`src/rtl/rxfb_pkg.sv`:
```
package rxfb_pkg;
  typedef enum logic [1:0] {
    MODE_IDLE       = 2'd0,
    MODE_LISTEN     = 2'd1,
    MODE_LISTEN_ACK = 2'd2,
    MODE_OFF        = 2'd3
  } rx_mode_e;

  typedef enum logic [1:0] {
    REG_DATA   = 2'd0,
    REG_STATUS = 2'd1,
    REG_MASK   = 2'd2,
    REG_NONE   = 2'd3
  } host_reg_e;

  localparam int unsigned EVT_START_BIT = 2;
  localparam int unsigned EVT_END_BIT   = 3;
  localparam int unsigned EVT_UNDER_BIT = 6;
endpackage

```
`src/rtl/rxfb_rst_sync.sv`:
```
module rxfb_rst_sync (
  input  logic clk,
  input  logic rst_n,
  output logic rst_sync_n
);
  logic [1:0] sync_q;

  always_ff @(posedge clk or negedge rst_n) begin
    if (!rst_n) sync_q <= 2'b00;
    else        sync_q <= {sync_q[0], 1'b1};
  end

  assign rst_sync_n = sync_q[1];
endmodule

```
`src/rtl/rxfb_wr_ctrl.sv`:
```
module rxfb_wr_ctrl #(
  parameter int unsigned DEPTH = 128,
  localparam int unsigned PW = $clog2(DEPTH + 1)
) (
  input  logic          clk,
  input  logic          rst_n,
  input  logic          listen,
  input  logic          sof_i,
  input  logic          oct_valid_i,
  input  logic          eof_i,
  output logic          sof_acc,
  output logic          eof_acc,
  output logic          wr_en,
  output logic [PW-1:0] wr_cnt,
  output logic          receiving
);
  logic [PW-1:0] cnt_q, cnt_d;
  logic          cnt_en;
  logic          recv_q, recv_d;
  logic          recv_en;
  logic          room;

  assign room    = (cnt_q < PW'(DEPTH));
  assign sof_acc = sof_i & listen;
  assign eof_acc = eof_i & listen & recv_q & ~sof_acc;
  assign wr_en   = oct_valid_i & listen & recv_q & ~sof_acc & room;

  always_comb begin
    cnt_d  = cnt_q;
    cnt_en = 1'b0;
    if (sof_acc) begin
      cnt_d  = '0;
      cnt_en = 1'b1;
    end else if (wr_en) begin
      cnt_d  = cnt_q + 1'b1;
      cnt_en = 1'b1;
    end
  end

  always_comb begin
    recv_d  = recv_q;
    recv_en = sof_acc | eof_acc;
    if (sof_acc)      recv_d = 1'b1;
    else if (eof_acc) recv_d = 1'b0;
  end

  always_ff @(posedge clk or negedge rst_n) begin
    if (!rst_n) begin
      cnt_q  <= '0;
      recv_q <= 1'b0;
    end else begin
      if (cnt_en)  cnt_q  <= cnt_d;
      if (recv_en) recv_q <= recv_d;
    end
  end

  assign wr_cnt    = cnt_q;
  assign receiving = recv_q;
endmodule

```
`src/rtl/rxfb_mem.sv`:
```
module rxfb_mem #(
  parameter int unsigned DEPTH = 128,
  parameter int unsigned DW    = 8,
  localparam int unsigned AW = $clog2(DEPTH)
) (
  input  logic          clk,
  input  logic          we,
  input  logic [AW-1:0] waddr,
  input  logic [DW-1:0] wdata,
  input  logic [AW-1:0] raddr,
  output logic [DW-1:0] rdata
);
  logic [DW-1:0] store_q [DEPTH];

  always_ff @(posedge clk) begin
    if (we) store_q[waddr] <= wdata;
  end

  assign rdata = store_q[raddr];
endmodule

```
`src/rtl/rxfb_rd_ctrl.sv`:
```
module rxfb_rd_ctrl #(
  parameter int unsigned DEPTH = 128,
  parameter int unsigned DW    = 8,
  localparam int unsigned PW = $clog2(DEPTH + 1)
) (
  input  logic          clk,
  input  logic          rst_n,
  input  logic          sof_acc,
  input  logic          receiving,
  input  logic          data_rd,
  input  logic          wr_en,
  input  logic [PW-1:0] wr_cnt,
  input  logic [DW-1:0] wdata,
  input  logic [DW-1:0] mem_q,
  output logic [PW-1:0] rd_ptr,
  output logic          empty,
  output logic          thru,
  output logic          underrun,
  output logic [DW-1:0] rd_data,
  output logic          frame_bad
);
  logic [PW-1:0] ptr_q, ptr_d;
  logic          ptr_en;
  logic          bad_q, bad_d;
  logic          bad_en;
  logic          stored, avail, pop;

  assign stored   = (ptr_q < wr_cnt);
  assign thru     = wr_en & (wr_cnt == ptr_q);
  assign avail    = stored | thru;
  assign pop      = data_rd & avail;
  assign underrun = data_rd & ~avail & receiving;

  always_comb begin
    if (!avail)    rd_data = '0;
    else if (thru) rd_data = wdata;
    else           rd_data = mem_q;
  end

  always_comb begin
    ptr_d  = ptr_q;
    ptr_en = sof_acc | pop;
    if (sof_acc)  ptr_d = '0;
    else if (pop) ptr_d = ptr_q + 1'b1;
  end

  always_comb begin
    bad_d  = bad_q;
    bad_en = sof_acc | underrun;
    if (sof_acc)       bad_d = 1'b0;
    else if (underrun) bad_d = 1'b1;
  end

  always_ff @(posedge clk or negedge rst_n) begin
    if (!rst_n) begin
      ptr_q <= '0;
      bad_q <= 1'b0;
    end else begin
      if (ptr_en) ptr_q <= ptr_d;
      if (bad_en) bad_q <= bad_d;
    end
  end

  assign rd_ptr    = ptr_q;
  assign empty     = ~stored;
  assign frame_bad = bad_q;
endmodule

```
`src/rtl/rxfb_irq_regs.sv`:
```
module rxfb_irq_regs #(
  parameter int unsigned DW = 8
) (
  input  logic          clk,
  input  logic          rst_n,
  input  logic [DW-1:0] evt,
  input  logic          stat_rd,
  input  logic          mask_wr,
  input  logic [DW-1:0] mask_wdata,
  output logic [DW-1:0] status,
  output logic [DW-1:0] mask,
  output logic          irq
);
  logic [DW-1:0] status_q;
  logic [DW-1:0] mask_q;

  for (genvar i = 0; i < DW; i++) begin : g_stat
    logic bit_d;
    logic bit_en;
    always_comb begin
      bit_en = stat_rd | evt[i];
      bit_d  = evt[i] | (status_q[i] & ~stat_rd);
    end
    always_ff @(posedge clk or negedge rst_n) begin
      if (!rst_n)      status_q[i] <= 1'b0;
      else if (bit_en) status_q[i] <= bit_d;
    end
  end

  always_ff @(posedge clk or negedge rst_n) begin
    if (!rst_n)       mask_q <= '0;
    else if (mask_wr) mask_q <= mask_wdata;
  end

  assign status = status_q;
  assign mask   = mask_q;
  assign irq    = |(status_q & mask_q);
endmodule

```
`src/rtl/rx_frame_buf.sv`:
```
module rx_frame_buf #(
  parameter int unsigned DEPTH = 128,
  parameter int unsigned DW    = 8
) (
  input  logic          clk,
  input  logic          rst_n,
  input  logic [1:0]    mode_i,
  input  logic          sof_i,
  input  logic          oct_valid_i,
  input  logic [DW-1:0] oct_data_i,
  input  logic          eof_i,
  input  logic          host_rd_i,
  input  logic          host_wr_i,
  input  logic [1:0]    host_addr_i,
  input  logic [DW-1:0] host_wdata_i,
  output logic [DW-1:0] host_rdata_o,
  output logic          empty_o,
  output logic          irq_o,
  output logic          frame_bad_o
);
  import rxfb_pkg::*;

  localparam int unsigned PW = $clog2(DEPTH + 1);
  localparam int unsigned AW = $clog2(DEPTH);

  logic          rst_sync_n;
  rx_mode_e      mode;
  host_reg_e     reg_sel;
  logic          listen;
  logic          sof_acc, eof_acc, wr_en, receiving;
  logic [PW-1:0] wr_cnt, rd_ptr;
  logic [DW-1:0] mem_q, rd_data;
  logic          thru, underrun;
  logic          data_rd, stat_rd, mask_wr;
  logic [DW-1:0] evt, status, mask;

  assign mode    = rx_mode_e'(mode_i);
  assign reg_sel = host_reg_e'(host_addr_i);
  assign listen  = (mode == MODE_LISTEN) || (mode == MODE_LISTEN_ACK);
  assign data_rd = host_rd_i && (reg_sel == REG_DATA);
  assign stat_rd = host_rd_i && (reg_sel == REG_STATUS);
  assign mask_wr = host_wr_i && (reg_sel == REG_MASK);

  always_comb begin
    evt                = '0;
    evt[EVT_START_BIT] = sof_acc;
    evt[EVT_END_BIT]   = eof_acc;
    evt[EVT_UNDER_BIT] = underrun;
  end

  rxfb_rst_sync u_rst (
    .clk        (clk),
    .rst_n      (rst_n),
    .rst_sync_n (rst_sync_n)
  );

  rxfb_wr_ctrl #(.DEPTH(DEPTH)) u_wr (
    .clk         (clk),
    .rst_n       (rst_sync_n),
    .listen      (listen),
    .sof_i       (sof_i),
    .oct_valid_i (oct_valid_i),
    .eof_i       (eof_i),
    .sof_acc     (sof_acc),
    .eof_acc     (eof_acc),
    .wr_en       (wr_en),
    .wr_cnt      (wr_cnt),
    .receiving   (receiving)
  );

  rxfb_mem #(.DEPTH(DEPTH), .DW(DW)) u_mem (
    .clk   (clk),
    .we    (wr_en),
    .waddr (wr_cnt[AW-1:0]),
    .wdata (oct_data_i),
    .raddr (rd_ptr[AW-1:0]),
    .rdata (mem_q)
  );

  rxfb_rd_ctrl #(.DEPTH(DEPTH), .DW(DW)) u_rd (
    .clk       (clk),
    .rst_n     (rst_sync_n),
    .sof_acc   (sof_acc),
    .receiving (receiving),
    .data_rd   (data_rd),
    .wr_en     (wr_en),
    .wr_cnt    (wr_cnt),
    .wdata     (oct_data_i),
    .mem_q     (mem_q),
    .rd_ptr    (rd_ptr),
    .empty     (empty_o),
    .thru      (thru),
    .underrun  (underrun),
    .rd_data   (rd_data),
    .frame_bad (frame_bad_o)
  );

  rxfb_irq_regs #(.DW(DW)) u_irq (
    .clk        (clk),
    .rst_n      (rst_sync_n),
    .evt        (evt),
    .stat_rd    (stat_rd),
    .mask_wr    (mask_wr),
    .mask_wdata (host_wdata_i),
    .status     (status),
    .mask       (mask),
    .irq        (irq_o)
  );

  always_comb begin
    unique case (reg_sel)
      REG_DATA:   host_rdata_o = rd_data;
      REG_STATUS: host_rdata_o = status;
      REG_MASK:   host_rdata_o = mask;
      default:    host_rdata_o = '0;
    endcase
  end
endmodule

```
`config.mk`:
```
export PLATFORM = sky130hd
export DESIGN_NAME = rx_frame_buf
export DESIGN_NICKNAME = d
export VERILOG_FILES = /design/src/rtl/rxfb_pkg.sv /design/src/rtl/rxfb_rst_sync.sv /design/src/rtl/rxfb_wr_ctrl.sv /design/src/rtl/rxfb_mem.sv /design/src/rtl/rxfb_rd_ctrl.sv /design/src/rtl/rxfb_irq_regs.sv /design/src/rtl/rx_frame_buf.sv
export SDC_FILE = /design/constraint.sdc
export NUM_CORES = 1
export LEC_CHECK = 0
export BUFFER_PORTS_ARGS = -buffer_cell sky130_fd_sc_hd__buf_4
export CELL_PAD_IN_SITES_DETAIL_PLACEMENT = 1
export CELL_PAD_IN_SITES_GLOBAL_PLACEMENT = 1
export CORE_UTILIZATION = 55
export CTS_CLUSTER_SIZE = 28
export DETAILED_ROUTE_END_ITERATION = 16
export GPL_TIMING_DRIVEN = 0
export MAX_ROUTING_LAYER = met4
export PLACE_DENSITY_LB_ADDON = 0.25
export SETUP_SLACK_MARGIN = 0.5
export SYNTH_ARGS = -nofsm -noshare
export SYNTH_HDL_FRONTEND = slang
export SYNTH_HIERARCHICAL = 1
export SYNTH_SLANG_ARGS = --single-unit
```
`constraint.sdc`:
```
create_clock -name clk -period 6.85 [get_ports clk]
set_clock_uncertainty 0.15 [all_clocks]
set_input_delay 0.3425 -clock clk [delete_from_list [all_inputs] [get_ports clk]]
set_output_delay 0.3425 -clock clk [all_outputs]
set_load 0.1 [all_outputs]
```
Word level (Yosys, flattened, before mapping)
Memories as Yosys holds them, arrays and structs flattened.
Cells that the tools add are included.
{"block": "totals", "n_memories": 1, "out_inout_bits": 11, "mem_bits_rw": 1024, "register_bits": 36, "word_cells": 87, "in_bits": 27}
{"block": "op_classes", "n_eq_ne": 5, "n_reduce_logical": 14, "n_bitwise": 35, "n_addsub": 2, "order_cmp": 2, "mux": 14}
{"name": "u_mem.store_q", "depth": 128, "width": 8, "read_ports": 1, "rd_clocked_by_memory_dff": 0, "wr": 1, "line_no": "rxfb_mem.sv:13", "rtl": "logic [DW-1:0] store_q [DEPTH];"}
{"cell": "2-to-1 mux 8 bit", "count": 6}
{"cell": "one-hot mux 8 bit (3 select lines)", "count": 1}
{"cell": "bitwise AND 1 bit", "count": 20}
{"cell": "adder 8 x 1 -> 8 bit, second input constant", "count": 2}
{"cell": "OR 1 bit", "count": 10}
{"cell": "bitwise AND 8 bit", "count": 1}
{"cell": "== test 8 bit", "count": 1}
{"cell": "< comparator 8 bit", "count": 1}
{"cell": "< comparator 8 bit, second input constant", "count": 1}
{"cell": "AND reduction 2 bit", "count": 4}
{"cell": "nonzero test 2 bit", "count": 4}
{"cell": "OR reduction 8 bit", "count": 1}
{"cell": "2-to-1 mux 1 bit", "count": 7}
{"cell": "== test 2 x 1 -> 1 bit, second input constant", "count": 2}
{"cell": "== test 2 bit, second input constant", "count": 2}
{"cell": "NOT 1 bit", "count": 4}
{"cell": "logical AND 1 bit", "count": 3}
{"cell": "zero test 2 bit", "count": 1}
{"cell": "logical OR 1 bit", "count": 1}

Longest topological paths before layout
{"block": "logic_depth", "word_depth": 13, "depth_mapped": 15, "depth_no_buf": 11}

By module
Netlist, hierarchy kept.
{"module": "rxfb_mem", "cells_per_inst": 1627, "n_inst": 1, "area_each_um2": 39505.4}
{"module": "rxfb_rd_ctrl", "cells_per_inst": 107, "n_inst": 1, "area_each_um2": 830.8}
{"module": "rxfb_irq_regs", "cells_per_inst": 39, "n_inst": 1, "area_each_um2": 631.9}
{"module": "rxfb_wr_ctrl", "cells_per_inst": 50, "n_inst": 1, "area_each_um2": 495.5}
{"module": "rx_frame_buf", "cells_per_inst": 26, "n_inst": 1, "area_each_um2": 214.0}
{"module": "rxfb_rst_sync", "cells_per_inst": 3, "n_inst": 1, "area_each_um2": 53.8}

Least setup slack after synthesis
Ideal clock, no wire load.
{"block": "synth_timing", "path_kind": "input -> output", "startpoint": "in mode_i[1]", "endpoint": "out host_rdata_o[0]", "slack_ns": 2.478, "t_required_ns": 6.358, "arrival_time_ns": 3.879, "stages": 15, "n_path_buf": 4, "path_cell_list": "xor2_1 -> nand3b_4 -> buf_6 -> nor2_1 -> nand3_1 -> or3_1 -> buf_6 -> clkinv_4 -> a31oi_2 -> and2_4 -> buf_6 -> clkbuf_1 -> a21oi_1 -> mux2i_1 -> o2bb2ai_1"}
{"block": "synth_via", "elab_chain_len": 10}
{"item": "from (decl)", "line_no": "rx_frame_buf.sv:7", "rtl": "input logic [1:0] mode_i,"}
{"item": "== test 2 x 1 -> 1 bit or == test 2 bit (tied branches)", "line_no": "rx_frame_buf.sv:39", "rtl": "assign listen = (mode == MODE_LISTEN) || (mode == MODE_LISTEN_ACK);"}
{"item": "logical OR 1 bit *", "line_no": "rx_frame_buf.sv:39"}
{"item": "bitwise AND 1 bit (on tied branches)", "line_no": "rxfb_wr_ctrl.sv:26, rxfb_wr_ctrl.sv:24"}
{"item": "bitwise AND 1 bit or NOT 1 bit (tied branches)", "line_no": "rxfb_wr_ctrl.sv:26", "rtl": "assign wr_en = oct_valid_i & listen & recv_q & ~sof_acc & room;"}
{"item": "bitwise AND 1 bit * (2 in a row)", "line_no": "rxfb_wr_ctrl.sv:26"}
{"item": "via wr_en", "line_no": "rx_frame_buf.sv:30", "rtl": "logic sof_acc, eof_acc, wr_en, receiving;"}
{"item": "bitwise AND 1 bit *", "line_no": "rxfb_rd_ctrl.sv:29", "rtl": "assign thru = wr_en & (wr_cnt == ptr_q);"}
{"item": "via thru", "line_no": "rx_frame_buf.sv:33", "rtl": "logic thru, underrun;"}
{"item": "2-to-1 mux 8 bit or OR 1 bit (tied branches)", "line_no": "rxfb_rd_ctrl.sv:36, rxfb_rd_ctrl.sv:30"}
{"item": "2-to-1 mux 8 bit *", "line_no": "rxfb_rd_ctrl.sv:35", "rtl": "if (!avail) rd_data = '0;"}
{"item": "via rd_data[0]", "line_no": "rx_frame_buf.sv:32", "rtl": "logic [DW-1:0] mem_q, rd_data;"}
{"item": "one-hot mux 8 bit (3 select lines) *", "line_no": "rx_frame_buf.sv:111", "rtl": "unique case (reg_sel)"}
{"item": "to (decl)", "line_no": "rx_frame_buf.sv:16", "rtl": "output logic [DW-1:0] host_rdata_o,"}
The timed path passes the listed nets; every way through them passes the cells marked *.

Worst setup path after layout
{"block": "layout_timing", "startpoint": "reg u_rd.ptr_q[2] (netlist: u_rd/rd_ptr[2])", "endpoint": "out host_rdata_o[7]"}
{"item": "from (decl)", "line_no": "rxfb_rd_ctrl.sv:22", "rtl": "logic [PW-1:0] ptr_q, ptr_d;"}
{"item": "from (signal assigned)", "line_no": "rxfb_rd_ctrl.sv:59", "rtl": "if (ptr_en) ptr_q <= ptr_d;"}
{"item": "memory read (128 x 8 bit)"}
{"item": "via mem_q[7]", "line_no": "rx_frame_buf.sv:32"}
{"item": "2-to-1 mux 8 bit", "line_no": "rxfb_rd_ctrl.sv:36", "rtl": "else if (thru) rd_data = wdata;"}
{"item": "2-to-1 mux 8 bit", "line_no": "rxfb_rd_ctrl.sv:35"}
{"item": "via rd_data[7]", "line_no": "rx_frame_buf.sv:32"}
{"item": "one-hot mux 8 bit (3 select lines)", "line_no": "rx_frame_buf.sv:111"}
The timed path passes the listed nets, and every way through them passes these cells.

==> out/summary.txt <==
Worst Setup Slack, final -> 0.476 ns
Worst EP arrival -> 5.88 ns
Pin count of the biggest net entering global routing -> 130
Die area -> 77,000 um^2
Top FF cell, synth -> edfxtp_1
Ant diodes -> 0
Routed vias -> 20,900
Hold Vio Cnt, Final -> 3
Critical path class -> reg -> out
Core area -> 74,700 um^2
Register area -> 31,700 um^2
Slew Limit Headroom -> -8.70%
Max-slew violation count -> 66
Post-synthesis compound-gate area fraction -> 0.920%
DRT iter0 DRCs -> 2,401
Utilization after layout -> 63.1%
Mapped Cells -> 1,852
Via density -> 6.76
Pre-CTS worst setup slack -> 1.44 ns
Worst-Skew Late Latency -> 0.67 ns
H-tree depth -> 3
Max IR drop VDD -> 193 uV
CP max FO -> 10
Routed length per placed instance -> 35.4 um
Power density relative to cell area -> 296 nW/um^2
#FFs+latches synth -> 1,060
Unique cell type count in the Yosys netlist -> 47
Hold Slack -> -0.0112 ns
Total negative slack -> 0 ns
Mux cell area share after synthesis -> 18.9%
Post-synth EDFFs -> 1,024
Worst Path Required -> 6.36 ns
Design Power -> 14.0 mW
Maximum clock frequency -> 0.157 GHz
RSZ-0062 raised after global routing -> no
Final Cycle Share -> 93.0%
Count of input and output buffers -> 37
Post-synthesis simple-gate area fraction -> 2.63%
Fillers -> 5,962
TritonCTS clock tree -> built
# nets final -> 2,070
Wirelength, routed -> 109 mm
Most common cell in the netlist -> edfxtp_1
Synth Area in Adders -> 0.300%
IO Count -> 38
# Post-CTS Setup Buffers -> 0
Mapped cell area -> 41,700 um^2
First-pass GRT wire length -> 156 mm
Violated checks -> hold timing, capacitance limit, slew limit
DRT Pass-1 Iters -> 5
CP Launch Type -> flop
Sequential area share after synthesis -> 75.8%
Routability congestion estimate -> 0.870
Final setup viols -> 0
Warnings from Yosys -> 6
Residual DRC -> 0
Initial antenna violation count -> 1
Worst hold-check path type -> in -> reg
P_leak -> 14.3 nW
Core Rows -> 100
Die height -> 277 um
Status -> complete, but fails checks
GRT Util Overall -> 29.9%
Area grow syn2layout -> 12.9%
Worst-Margin Slew -> 1.63 ns
Footprint of the multi-input gates -> 9580 um^2
Async SR Flop Fraction -> 3.40%
Total CTS buffers -> 106
Syn Area/Cell -> 22.5 um^2
Most frequent cells after synthesis -> edfxtp_1, mux4_2, nor2_1, clkbuf_1, nand2_1
Xor/xnor cell area share of the yosys netlist -> 0.0630%
Initial core utilization -> 55.9%
Post-synth top area cell -> edfxtp_1
Crit path time final -> 6.37 ns
Dominant cells by area after synthesis -> edfxtp_1, mux4_2, dfrtp_1
Global route overflow -> 0
Share of post-route cells with drive strength above 1 -> 28.3%
Vias in the first global route -> 21,300
Clock Root Buffer -> clkbuf_16
CP endpoint kind -> primary output
DIE WIDTH -> 277 um
Post-route ant nets -> 0
Clock Pin Slew Worst Setup and Hold Paths -> 0.06 ns
Clock sinks -> 1,060
Synth top area share -> 73.7%
Post-DP HPWL -> 68.3 mm
Max_cap viols -> 7
Dominant combinational cell family by area after synthesis -> multiplexers
CTS Buffer Depth -> 3
==> cell type report <==
class	instances	share of cell area, %
clock buffer	128	5.90
clock inverter	67	1.18
timing repair buffer	69	1.67
sequential	1060	67.2
multi-input combinational	681	20.3
inverter	17	0.146
buffer	98	1.01
tap	969	2.57
==> metal layers <==
layer	wire [um]	part of all wire [%]	GRT usage, %	vias up
met4	4710	4.3	12.0	0
met3	9060	8.3	4.97	241
met2	51900	48	44.8	1174
met5	0	0	-	-
li1	-	-	-	8160
met1	43600	40	41.7	11300
==> sequential cells by signal (all words and copies together) (netlist names) <==
signal          flops
u_wr/wr_cnt         8
u_rd/rd_ptr         8
u_rst/sync_q        2
u_mem/store_q    1024
u_rd/frame_bad      1
u_wr/receiving      1
u_irq/mask          8
u_irq/status        8
==> path summary, 6_finish.rpt <==
| check | startpoint | to | slack (ns) | depth (start not counted) |
|---|---|---|---|---|
| min reg2reg | u_rst/sync_q[1] | u_wr/wr_cnt[5] | 0.19 | 0 |
| max | u_rd/rd_ptr[2] | host_rdata_o[7] | 0.48 | 11 |
| min in group asynchronous | u_rst/sync_q[1] | u_wr/wr_cnt[5] | 0.19 | 0 |
| max in group asynchronous | u_rst/sync_q[1] | u_irq/mask[5] | 5.78 | 1 |
| max reg2reg | u_wr/wr_cnt[7] | u_mem/store_q[64][5] | 2.11 | 8 |
| min | oct_data_i[1] | u_mem/store_q[69][1] | -0.01 | 1 |
==> power breakdown <==
group	internal [mW]	total, mW	switching [mW]
logic	0.510	1.21	0.700
clock network	3.21	5.60	2.38
registers	7.13	7.16	0.0271
total	10.9	14.0	3.11
==> worst max-delay path, cell delays in order (launching register included) <==
cell       delay (ns)
dfrtp_1          0.59
clkbuf_1         1.16
buf_1            0.81
mux4_2           0.46
mux4_2           0.59
mux4_2           0.54
mux2_2           0.31
nand2_1          0.08
a21oi_1          0.11
mux2i_1          0.19
o2bb2ai_1        0.10
buf_4            0.25
==> cells in the final DEF, fill, tap and decap left out, drive strengths merged, types with 8 or more instances in the layout <==
cell type,instances
nand3,21
nand4,9
a21o,10
ha,10
nor2,131
mux2i,11
clkinv,53
bufinv,9
nand2,39
dlygate4sd3,20
nor3,9
buf,100
mux2,17
clkbuf,175
o2bb2ai,8
mux4,336
edfxtp,1024
dfrtp,36
a21oi,19
nor2b,9
inv,18
==> stage by stage <==
stage          instance area [um^2]  std cells
5_1_grt                       47100       3089
3_5_place_dp                  43300       2865
2_1_floorplan                 41700       1856
3_3_place_gp                  43200       2862
6_report                      47100       3089
4_1_cts                       46800       3075
==> cell families (layout without fill, tap and decap cells) <==
kind of cell,count (synthesis),in the layout
DFF,1060,1060
muxes,364,364
and+or+nand+nor,242,242
buffers and inverters,115,379
AOI/OAI and AO/OA,56,56
adders and majority gates,10,10
xor gates and xnor gates,3,3
other,2,6
==> timing repair <==
action | CTS | global route
hold endpoints to repair | 16 | 101
hold buffers | 15 | 5
resized for setup | 0 | 0
Power figures use the tool's default switching activity.
